File: src/rtl/btb_pkg.sv
package btb_pkg;

    // Life cycle of one buffer slot
    typedef enum logic [0:0] {
        SLOT_EMPTY = 1'b0,
        SLOT_HELD  = 1'b1
    } slot_state_e;

    // What a resolve cycle does to the table
    typedef enum logic [2:0] {
        RES_IDLE,
        RES_ALLOC,
        RES_RETARGET,
        RES_DELETE,
        RES_IGNORE
    } res_action_e;

endpackage

File: src/rtl/btb_match.sv
module btb_match #(
    parameter int N     = 8,
    parameter int PC_W  = 32,
    localparam int IDX_W = (N > 1) ? $clog2(N) : 1
) (
    input  logic [PC_W-1:0]         key,
    input  logic [N-1:0][PC_W-1:0]  tags,
    input  logic [N-1:0]            held,
    output logic [N-1:0]            hit_vec,
    output logic                    hit,
    output logic [IDX_W-1:0]        hit_idx
);

    // one comparator per slot
    for (genvar g = 0; g < N; g++) begin : g_cmp
        assign hit_vec[g] = held[g] && (tags[g] == key);
    end

    assign hit = |hit_vec;

    // lowest matching slot wins; at most one matches in practice
    always_comb begin
        hit_idx = '0;
        for (int i = N - 1; i >= 0; i--) begin
            if (hit_vec[i]) begin
                hit_idx = IDX_W'(i);
            end
        end
    end

endmodule

File: src/rtl/btb_slot.sv
module btb_slot
    import btb_pkg::*;
#(
    parameter int PC_W = 32
) (
    input  logic            clk,
    input  logic            rst_n,
    input  logic            load,
    input  logic            drop,
    input  logic [PC_W-1:0] load_tag,
    input  logic [PC_W-1:0] load_tgt,
    output logic            held,
    output logic [PC_W-1:0] tag,
    output logic [PC_W-1:0] tgt,
    output logic            pred
);

    slot_state_e state_q, state_d;

    // state register
    always_ff @(posedge clk) begin
        if (!rst_n) begin
            state_q <= SLOT_EMPTY;
        end else begin
            state_q <= state_d;
        end
    end

    // transitions
    always_comb begin
        state_d = state_q;
        unique case (state_q)
            SLOT_EMPTY: if (load) state_d = SLOT_HELD;
            SLOT_HELD:  if (drop) state_d = SLOT_EMPTY;
            default:    state_d = SLOT_EMPTY;
        endcase
    end

    // payload
    always_ff @(posedge clk) begin
        if (!rst_n) begin
            tag  <= '0;
            tgt  <= '0;
            pred <= 1'b0;
        end else if (load) begin
            tag  <= load_tag;
            tgt  <= load_tgt;
            pred <= 1'b1;
        end else if (drop) begin
            pred <= 1'b0;
        end
    end

    assign held = (state_q == SLOT_HELD);

endmodule

File: src/rtl/btb_victim.sv
module btb_victim #(
    parameter int N      = 8,
    localparam int IDX_W = (N > 1) ? $clog2(N) : 1
) (
    input  logic             clk,
    input  logic             rst_n,
    input  logic [N-1:0]     held,
    input  logic             alloc,
    output logic [IDX_W-1:0] victim_idx,
    output logic [IDX_W-1:0] rr_ptr
);

    localparam logic [IDX_W-1:0] LAST = IDX_W'(N - 1);

    logic [IDX_W-1:0] free_idx;
    logic             any_free;

    always_ff @(posedge clk) begin
        if (!rst_n) begin
            rr_ptr <= '0;
        end else if (alloc) begin
            rr_ptr <= (rr_ptr == LAST) ? '0 : rr_ptr + 1'b1;
        end
    end

    assign any_free = ~&held;

    always_comb begin
        free_idx = '0;
        for (int i = N - 1; i >= 0; i--) begin
            if (!held[i]) begin
                free_idx = IDX_W'(i);
            end
        end
    end

    assign victim_idx = any_free ? free_idx : rr_ptr;

endmodule

File: src/rtl/btb_unit.sv
module btb_unit
    import btb_pkg::*;
#(
    parameter int NUM_ENTRIES = 8,
    parameter int PC_W        = 32,
    parameter int PC_STEP     = 4
) (
    input  logic            clk,
    input  logic            rst_n,
    input  logic [PC_W-1:0] lk_pc,
    output logic            lk_hit,
    output logic            lk_taken,
    output logic [PC_W-1:0] lk_next_pc,
    input  logic            rs_valid,
    input  logic [PC_W-1:0] rs_pc,
    input  logic            rs_taken,
    input  logic [PC_W-1:0] rs_target,
    input  logic            rs_was_hit,
    output logic            rs_mispredict
);

    localparam int IDX_W = (NUM_ENTRIES > 1) ? $clog2(NUM_ENTRIES) : 1;
    localparam logic [PC_W-1:0] STEP_V = PC_W'(PC_STEP);

    logic [NUM_ENTRIES-1:0][PC_W-1:0] tag_arr;
    logic [NUM_ENTRIES-1:0][PC_W-1:0] tgt_arr;
    logic [NUM_ENTRIES-1:0]           pred_vec;
    logic [NUM_ENTRIES-1:0]           held_vec;
    logic [NUM_ENTRIES-1:0]           load_vec;
    logic [NUM_ENTRIES-1:0]           drop_vec;
    logic [NUM_ENTRIES-1:0]           lk_hit_vec;
    logic [NUM_ENTRIES-1:0]           rs_hit_vec;
    logic [IDX_W-1:0]                 lk_idx;
    logic [IDX_W-1:0]                 rs_idx;
    logic [IDX_W-1:0]                 victim_idx;
    logic [IDX_W-1:0]                 rr_ptr;
    logic                             rs_hit;
    logic                             alloc_fire;
    res_action_e                      action;

    // lookup side
    btb_match #(.N(NUM_ENTRIES), .PC_W(PC_W)) lk_match_i (
        .key     (lk_pc),
        .tags    (tag_arr),
        .held    (held_vec),
        .hit_vec (lk_hit_vec),
        .hit     (lk_hit),
        .hit_idx (lk_idx)
    );

    // resolve side
    btb_match #(.N(NUM_ENTRIES), .PC_W(PC_W)) rs_match_i (
        .key     (rs_pc),
        .tags    (tag_arr),
        .held    (held_vec),
        .hit_vec (rs_hit_vec),
        .hit     (rs_hit),
        .hit_idx (rs_idx)
    );

    btb_victim #(.N(NUM_ENTRIES)) victim_i (
        .clk        (clk),
        .rst_n      (rst_n),
        .held       (held_vec),
        .alloc      (alloc_fire),
        .victim_idx (victim_idx),
        .rr_ptr     (rr_ptr)
    );

    for (genvar g = 0; g < NUM_ENTRIES; g++) begin : g_slot
        btb_slot #(.PC_W(PC_W)) slot_i (
            .clk      (clk),
            .rst_n    (rst_n),
            .load     (load_vec[g]),
            .drop     (drop_vec[g]),
            .load_tag (rs_pc),
            .load_tgt (rs_target),
            .held     (held_vec[g]),
            .tag      (tag_arr[g]),
            .tgt      (tgt_arr[g]),
            .pred     (pred_vec[g])
        );
    end

    // classify the resolve cycle
    always_comb begin
        action = RES_IDLE;
        if (rs_valid) begin
            if (rs_taken) begin
                action = rs_hit ? RES_RETARGET : RES_ALLOC;
            end else if (rs_was_hit && rs_hit) begin
                action = RES_DELETE;
            end else begin
                action = RES_IGNORE;
            end
        end
    end

    // per-slot commands
    always_comb begin
        load_vec = '0;
        drop_vec = '0;
        unique case (action)
            RES_ALLOC:    load_vec[victim_idx] = 1'b1;
            RES_RETARGET: load_vec[rs_idx]     = 1'b1;
            RES_DELETE:   drop_vec[rs_idx]     = 1'b1;
            RES_IDLE, RES_IGNORE: ;
            default: ;
        endcase
    end

    assign alloc_fire = (action == RES_ALLOC);

    // outputs
    always_comb begin
        lk_taken      = lk_hit && pred_vec[lk_idx];
        lk_next_pc    = lk_taken ? tgt_arr[lk_idx] : lk_pc + STEP_V;
        rs_mispredict = rs_valid && rs_was_hit && !rs_taken;
    end

endmodule

File: config.mk
export PLATFORM = sky130hd
export DESIGN_NAME = btb_unit
export DESIGN_NICKNAME = d
export VERILOG_FILES = /design/src/rtl/btb_pkg.sv /design/src/rtl/btb_match.sv /design/src/rtl/btb_slot.sv /design/src/rtl/btb_victim.sv /design/src/rtl/btb_unit.sv
export SDC_FILE = /design/constraint.sdc
export NUM_CORES = 2
export LEC_CHECK = 0
export BUFFER_PORTS_ARGS = -buffer_cell sky130_fd_sc_hd__buf_4
export CAP_MARGIN = 20
export CORE_UTILIZATION = 43
export CTS_CLUSTER_DIAMETER = 60
export DETAILED_ROUTE_END_ITERATION = 7
export GPL_TIMING_DRIVEN = 0
export MAX_ROUTING_LAYER = met4
export PLACE_DENSITY = 0.64
export RECOVER_POWER = 25
export SETUP_SLACK_MARGIN = 0.15
export SLEW_MARGIN = 5
export SYNTH_ARGS = -nofsm -noshare
export SYNTH_HDL_FRONTEND = slang
export SYNTH_SLANG_ARGS = --single-unit
File: constraint.sdc
create_clock -name clk -period 3.4 [get_ports clk]
set_input_delay 0.17 -clock clk [delete_from_list [all_inputs] [get_ports clk]]
set_output_delay 0.17 -clock clk [all_outputs]
set_load 0.005 [all_outputs]
Yosys cells after proc, flatten, opt, wreduce, memory -nomap -nowiden

Index checks and enable logic that the tools add are counted.
W data, S select, Z words.

Add/sub/neg operators: 2
$mul: 0
Divide/modulo/power cells: 0
Order comparisons: 5
Equal/unequal tests: 20
Shift-type cells: 0
Mux-type cells: 81
Bitwise operators: 8
Reduce and logical (&&, ||, !) cells: 34

Operators by type and width:

| kind                    | number |
|---|---|
| $eq A32 B32 Y1          | 16 |
| $bmux W32 S3            | 1 |
| $mux W3                 | 29 |
| $mux W32                | 2 |
| $mux W1                 | 35 |
| $add A32 B3 Y32 const B | 1 |
| $logic_and A1 B1 Y1     | 22 |
| $pmux W1 S2             | 8 |
| $pmux W8 S2             | 1 |
| $reduce_bool A2 Y1      | 8 |
| $reduce_or A8 Y1        | 2 |
| $lt A3 B4 Y1 const B    | 3 |
| $mux W8                 | 1 |
| $not A1 Y1              | 8 |
| $reduce_and A8 Y1       | 1 |
| $demux W1 S3            | 2 |
| $eq A3 B2 Y1 const B    | 2 |
| $ge A3 B1 Y1 const B    | 2 |
| $add A3 B1 Y3 const B   | 1 |
| $bmux W1 S3             | 1 |
| $eq A3 B1 Y1 const B    | 1 |
| $eq A3 B3 Y1 const B    | 1 |
| $mux W2                 | 1 |
| $logic_not A1 Y1        | 1 |

Flip-flop bits (word level): 531
Latch bits: 0
Bits in writable memories: 0
ROM bits: 0
Bits of input ports: 101
Output and inout port bits: 35
Word-level logic and storage cells: 183
Memories kept: 0

Logic depth before layout (Yosys ltp)

Depth after elaboration: 17
Depth in mapped cells: 15
Gate-level depth less buffers: 10

Cells and area by module

A second synthesis with hierarchy kept.

Cell total of the unflattened synthesis: 2833
Area, all modules: 29981.3 um^2

Modules (own cells, without submodules):

| module     | times used | cells each | area each (um^2) | sequential area each (um^2) |
|---|---|---|---|---|
| btb_slot   | 8          | 213        | 2539.9           | 1321.3 |
| btb_match  | 2          | 401        | 3153.0           | 0.0 |
| btb_unit   | 1          | 300        | 3134.3           | 0.0 |
| btb_victim | 1          | 27         | 221.5            | 60.1 |

Worst setup path after synthesis

No wires, ideal clock.

Kind: input to output
Start point: input lk_pc[31]
End point: output lk_next_pc[10]
Arrival time: 3338 ps
Data required time: 3230 ps
Setup slack: -108 ps
Stages: 12
Path buffers: 2
Cell sequence: buf_2 > xnor2_1 > nand2_1 > or4_1 > or4_1 > and2b_1 > o21ai_2 > mux2_4 > a2111o_1 > a21oi_4 > buf_12 > mux2i_1

Cells in the longest elaborated chain, start to end: 14
Elaborated cells between the ends (all ways): 31
Those cells by class: 8 x eq/ne; 13 x mux; 10 x reduce/logical

Ends and longest elaborated chain:

| element                       | RTL line        | RTL |
|---|---|---|
| from (decl)                   | btb_unit.sv:10  | `input logic [PC_W-1:0] lk_pc,` |
| $eq A32 B32 Y1                | btb_match.sv:16 | `assign hit_vec[g] = held[g] && (tags[g] == key);` |
| $logic_and A1 B1 Y1           | btb_match.sv:16 |  |
| $mux W3 (8 in series)         | btb_match.sv:25 | `if (hit_vec[i]) begin` |
| $bmux W1 S3                   | btb_unit.sv:116 | `lk_taken = lk_hit && pred_vec[lk_idx];` |
| $mux W1 (implied by the code) | btb_unit.sv:116 |  |
| $logic_and A1 B1 Y1           | btb_unit.sv:116 |  |
| $mux W32 *                    | btb_unit.sv:117 | `lk_next_pc = lk_taken ? tgt_arr[lk_idx] : lk_pc + STEP_V;` |
| to (decl)                     | btb_unit.sv:13  | `output logic [PC_W-1:0] lk_next_pc,` |

Mark *: on every way between the ends. The rest lies on a longest branch, timed or not. The select of a mux whose other input is x is not followed.

Worst setup path after layout

Start point: register g_slot[7].slot_i.tag[7]
End point: output lk_next_pc[30]

Cells in the longest elaborated chain, start to end: 14
Elaborated cells between the ends (all ways): 17
Those cells by class: 1 x eq/ne; 13 x mux; 3 x reduce/logical

Ends and longest elaborated chain:

| element                       | RTL line        | RTL |
|---|---|---|
| from (decl)                   | btb_slot.sv:13  | `output logic [PC_W-1:0] tag,` |
| from (signal assigned)        | btb_slot.sv:46  | `tag <= load_tag;` |
| $eq A32 B32 Y1 *              | btb_match.sv:16 |  |
| $logic_and A1 B1 Y1 *         | btb_match.sv:16 |  |
| $mux W3 (8 in series)         | btb_match.sv:25 |  |
| $bmux W1 S3                   | btb_unit.sv:116 |  |
| $mux W1 (implied by the code) | btb_unit.sv:116 |  |
| $logic_and A1 B1 Y1           | btb_unit.sv:116 |  |
| $mux W32 *                    | btb_unit.sv:117 |  |

Marked as above.

==> qor.log <==
[status] outcome complete, but fails checks
[grt] global route overflow 0
[drt] Pre-Repair DR Iteration Count 5
[floorplan] die extent in y 266 µm
[synthesis] number of nets in the synthesized netlist 3411
[grt] global routing usage on met1 48.0%
[synthesis] synthesized cell area 29900 µm²
[critical_path] maximum fanout along the worst path 5
[cts] clock-pin slew of the registers on the worst-case setup and hold paths 60 ps
[timing] share of the clock period used by the worst path after layout 137%
[timing] Slew Limit Fails 0
[timing] Worst Slack Setup Final -1250 ps
[floorplan] Floorplan Core Area 68700 µm²
[grt] antenna violations before repair 2
[critical_path] CP startpoint kind flip-flop
[flow_run] number of max-cap violations 0
[drt] remaining routing DRC violations 0
[status] failing checks setup timing
[synthesis] dominant combinational cell family by area after synthesis multiplexers
[power_and_ir_drop] maximum vdd ir drop 0.000351 V
[drt] drt via density 6.04
[cts] Num Clock Sinks 531
[floorplan] Horiz. Die Dim 266 µm
[final_layout] layout-stage area growth over the synthesis result 21.3%
[placed_design] port bufs 90
[synthesis] post-synthesis sequential area ratio 35.6%
[cts] Root Buffer sky130_fd_sc_hd__clkbuf_16
[power_and_ir_drop] cell leakage power 15.6 nW
[timing] Hold Fails Final Rpt 0
[power_and_ir_drop] cell area power density 432 nW/µm²
[floorplan] site row count 96
[critical_path] slack of the worst reg-to-reg path -370 ps
[critical_path] endpoint of the worst setup timing path lk_next_pc[30]
[synthesis] YS warnings 0
[final_layout] number of nets in the layout 3669
[floorplan] count of pins on the block boundary 136
[floorplan] initial core utilization 43.5%
[drt] Detail Route Antenna Nets 0
[synthesis] number of register bits inferred by synthesis 531
[final_layout] share of final-layout standard cells stronger than drive strength 1 18.2%
[critical_path] Worst Path Arrival 4480 ps
[placed_design] Routability Congestion 1.05
[critical_path] path type of the worst setup path flip-flop to output port
[cts] worst skew pair latency 630 ps
[cts] htree depth 3
[min_path] WHS Path Cells 4
[critical_path] Worst Reg-to-Reg Cells 14
[grt] maximum number of pins on one net before global-route repair 14
[cts] number of buffers added by the clock tree synthesis step 66
[synthesis] Post-Syn Instances 3307
[synthesis] share of synthesized cell area in full adder, half adder and majority cells 0.126%
[timing] final setup vio count 459
[placed_design] detailed placer's ending HPWL 94600 µm
[timing] Highest Clock Rate 215 MHz
[timing] RSZ-0062 raised after global routing true
[critical_path] worst flop-to-flop path startpoint g_slot[2].slot_i.tag[17]
[floorplan] die outline area 70500 µm²
[drt] Routed Wire Length 135000 µm
[min_path] worst hold path class input port to flip-flop
[synthesis] synthesized-area fraction occupied by and/or/nand/nor cells 18.5%
[grt] met2 Track Usage GR 54.8%
[final_layout] Post-Route Utilization 52.7%
[synthesis] predominant post-synthesis flop cell sky130_fd_sc_hd__dfxtp_1
[synthesis] xor/xnor cell area share of the yosys netlist 15.7%
[timing] transition time at the pin with the least slew margin 1030 ps
[critical_path] WP data required 3230 ps
[cts] TritonCTS clock tree done
[grt] vias in the first global route 25859
[grt] all-layer global routing usage 38.2%
[synthesis] number of unique standard cell types used by synthesis 73
[timing] final critical-path required period 4650 ps
[cts] CTS max path bufs 3
[grt] most heavily used metal layer in global routing met2
[drt] total number of vias 27505
[synthesis] Post-synth EDFFs 0
[critical_path] CP Capture Type output port
[synthesis] fraction of synthesized area in multiplexers 21.0%
[critical_path] crit path launch g_slot[7].slot_i.tag[7]
[timing] Max-slew headroom 31.6%
[synthesis] average cell area after synthesis 9.03 µm²
[power_and_ir_drop] Overall Power 15.6 mW
[grt] first-pass GRT wire length 187000 µm
[synthesis] post-synthesis compound-gate area fraction 4.70%
[critical_path] reg2reg end g_slot[5].slot_i.tag[30]
[drt] initial drt markers 3442
[grt] met3 capacity usage during global routing 9.97%
[timing] clock skew after layout 30.5 ps
[drt] detail-routed net length per standard cell 29.6 µm
[synthesis] async set-or-reset flop fraction in the synthesized netlist 0%
## where the power goes
part / total, mW / switching, mW / internal (mW)
registers: 6.33 / 0.0581 / 6.28
logic: 1.84 / 1.27 / 0.565
clock network: 7.47 / 3.10 / 4.37
## area by class of cell
cell class                 count  area [µm²]
clock inverter                33         479
buffer                       256        1690
sequential                   531       10700
tap                          931        1160
fill                        6492       32500
clock buffer                  87        1770
antenna                        4        10.0
inverter                      24        90.1
multi-input combinational   2495       18600
timing repair buffer         191        1750
## cell usage after synthesis, drive strengths merged, types with 3 or more instances
cell type	instances	share of area (%)
nand2	220	2.8
and2	6	0.13
nor2	427	5.4
o22ai	6	0.13
xor2	374	11
a21boi	4	0.10
nand3	107	1.8
clkbuf	94	1.2
a221oi	3	0.088
o21a	5	0.13
or3	5	0.10
nand3b	5	0.13
nor3	35	0.59
nand2b	25	0.52
mux2i	548	18
and3	9	0.19
nor4b	14	0.41
o21ai	82	1.4
mux2	68	2.6
dfxtp	531	36
nand4	72	1.5
a21oi	12	0.24
ha	3	0.13
inv	24	0.30
nor2b	7	0.15
a22oi	30	0.75
nand4b	18	0.53
or4	12	0.31
buf	163	3.0
and4b	4	0.13
o22a	32	0.94
nor4	160	3.4
a22o	3	0.088
and4	6	0.18
or2	3	0.063
xnor2	158	4.6
## worst min-delay path by stage
stage                        startpoint  slack, ps                       end
5_1_grt                           rst_n        260  g_slot[5].slot_i.tag[12]
4_1_cts                        rs_taken         40     g_slot[0].slot_i.held
6_report                          rst_n        250  g_slot[5].slot_i.tag[15]
3_5_place_dp   g_slot[4].slot_i.tgt[10]        440  g_slot[4].slot_i.tgt[10]
2_1_floorplan              rs_target[0]        310   g_slot[2].slot_i.tgt[0]
3_3_place_gp   g_slot[4].slot_i.tgt[10]        440  g_slot[4].slot_i.tgt[10]
## critical path: stages, from the launching register on
cell                       delay, ps
sky130_fd_sc_hd__dfxtp_1         360
sky130_fd_sc_hd__xor2_1          210
sky130_fd_sc_hd__nor4_2          290
sky130_fd_sc_hd__nand4_1         210
sky130_fd_sc_hd__or4_4           650
sky130_fd_sc_hd__a211oi_4        270
sky130_fd_sc_hd__o21ai_2         110
sky130_fd_sc_hd__mux2_4          310
sky130_fd_sc_hd__a2111o_1        450
sky130_fd_sc_hd__a21oi_4         150
sky130_fd_sc_hd__buf_12          160
sky130_fd_sc_hd__buf_8           130
sky130_fd_sc_hd__buf_12          150
sky130_fd_sc_hd__mux2i_4         270
sky130_fd_sc_hd__buf_6           130
## cells in the final DEF, fill, tap and decap left out, types with 12 or more instances in the layout
cell type                       netlist  routed
sky130_fd_sc_hd__nand2b_1            25      24
sky130_fd_sc_hd__xor2_1             372     367
sky130_fd_sc_hd__dfxtp_1            531     489
sky130_fd_sc_hd__nand3_1            107     106
sky130_fd_sc_hd__nor4_1             156     143
sky130_fd_sc_hd__o21ai_0             80      78
sky130_fd_sc_hd__mux2_2              65      65
sky130_fd_sc_hd__buf_2              141      91
sky130_fd_sc_hd__dfxtp_2              0      37
sky130_fd_sc_hd__clkbuf_1            94      85
sky130_fd_sc_hd__mux2i_4              0      19
sky130_fd_sc_hd__clkbuf_2             0      14
sky130_fd_sc_hd__mux2i_1            548     521
sky130_fd_sc_hd__nand2_1            220     218
sky130_fd_sc_hd__buf_8                0      12
sky130_fd_sc_hd__nand4b_1            18      18
sky130_fd_sc_hd__a22oi_1             30      30
sky130_fd_sc_hd__xnor2_1            158     153
sky130_fd_sc_hd__clkbuf_4             0      15
sky130_fd_sc_hd__nand4_1             72      72
sky130_fd_sc_hd__o22a_1              32      31
sky130_fd_sc_hd__nor4_2               4      13
sky130_fd_sc_hd__nor3_1              35      32
sky130_fd_sc_hd__buf_12               3      14
sky130_fd_sc_hd__inv_1               23      23
sky130_fd_sc_hd__clkbuf_16            0      70
sky130_fd_sc_hd__dlygate4sd3_1        0      32
sky130_fd_sc_hd__nor2_1             427     424
sky130_fd_sc_hd__buf_6                6      38
sky130_fd_sc_hd__buf_4                2     150
sky130_fd_sc_hd__nor4b_1             14      12
## routing by layer
metal	routed length, µm	vias to the layer above
met1	53700	13292
met4	9270	0
met3	15700	491
met5	0	-
li1	-	12029
met2	56000	1693
## sequential cells by signal, summed over array words and instances, names as in the netlist
name	cells
g_slot.slot_i.tgt	256
g_slot.slot_i.pred	8
g_slot.slot_i.tag	256
g_slot.slot_i.held	8
victim_i.rr_ptr	3
## through the flow
step	hold slack [ps]	setup TNS [ps]	instances	cell area [µm²]	setup slack, ps
final	247	-102200	4552	36200	-1250
after global routing	263	-171410	4552	36200	-1300
after CTS	43.7	-36210	4520	35600	-1180
after detailed placement	444	-793720	4335	31800	-2030
after global placement	441	-836860	4328	31700	-2430
after floorplan	314	-393	3307	29900	-13.1
## cell families after synthesis
logic type / after synthesis
AO/OA/AOI/OAI: 203
AND/OR/NAND/NOR: 1141
multiplexers: 616
flip-flops: 531
XOR/XNOR: 532
buffers and inverters: 281
adder cells (fa/ha/maj): 3
## repair_timing
item / CTS / global route
pin swaps: 44 / 27
hold buffers: 32 / 0
gates resized for setup: 237 / 110
hold endpoints to repair: 256 / 0
buffers inserted: 32 / 24
cloned: 1 / 5
endpoints found under the setup margin: 562 / 380
Power figures use the tool's default switching activity.
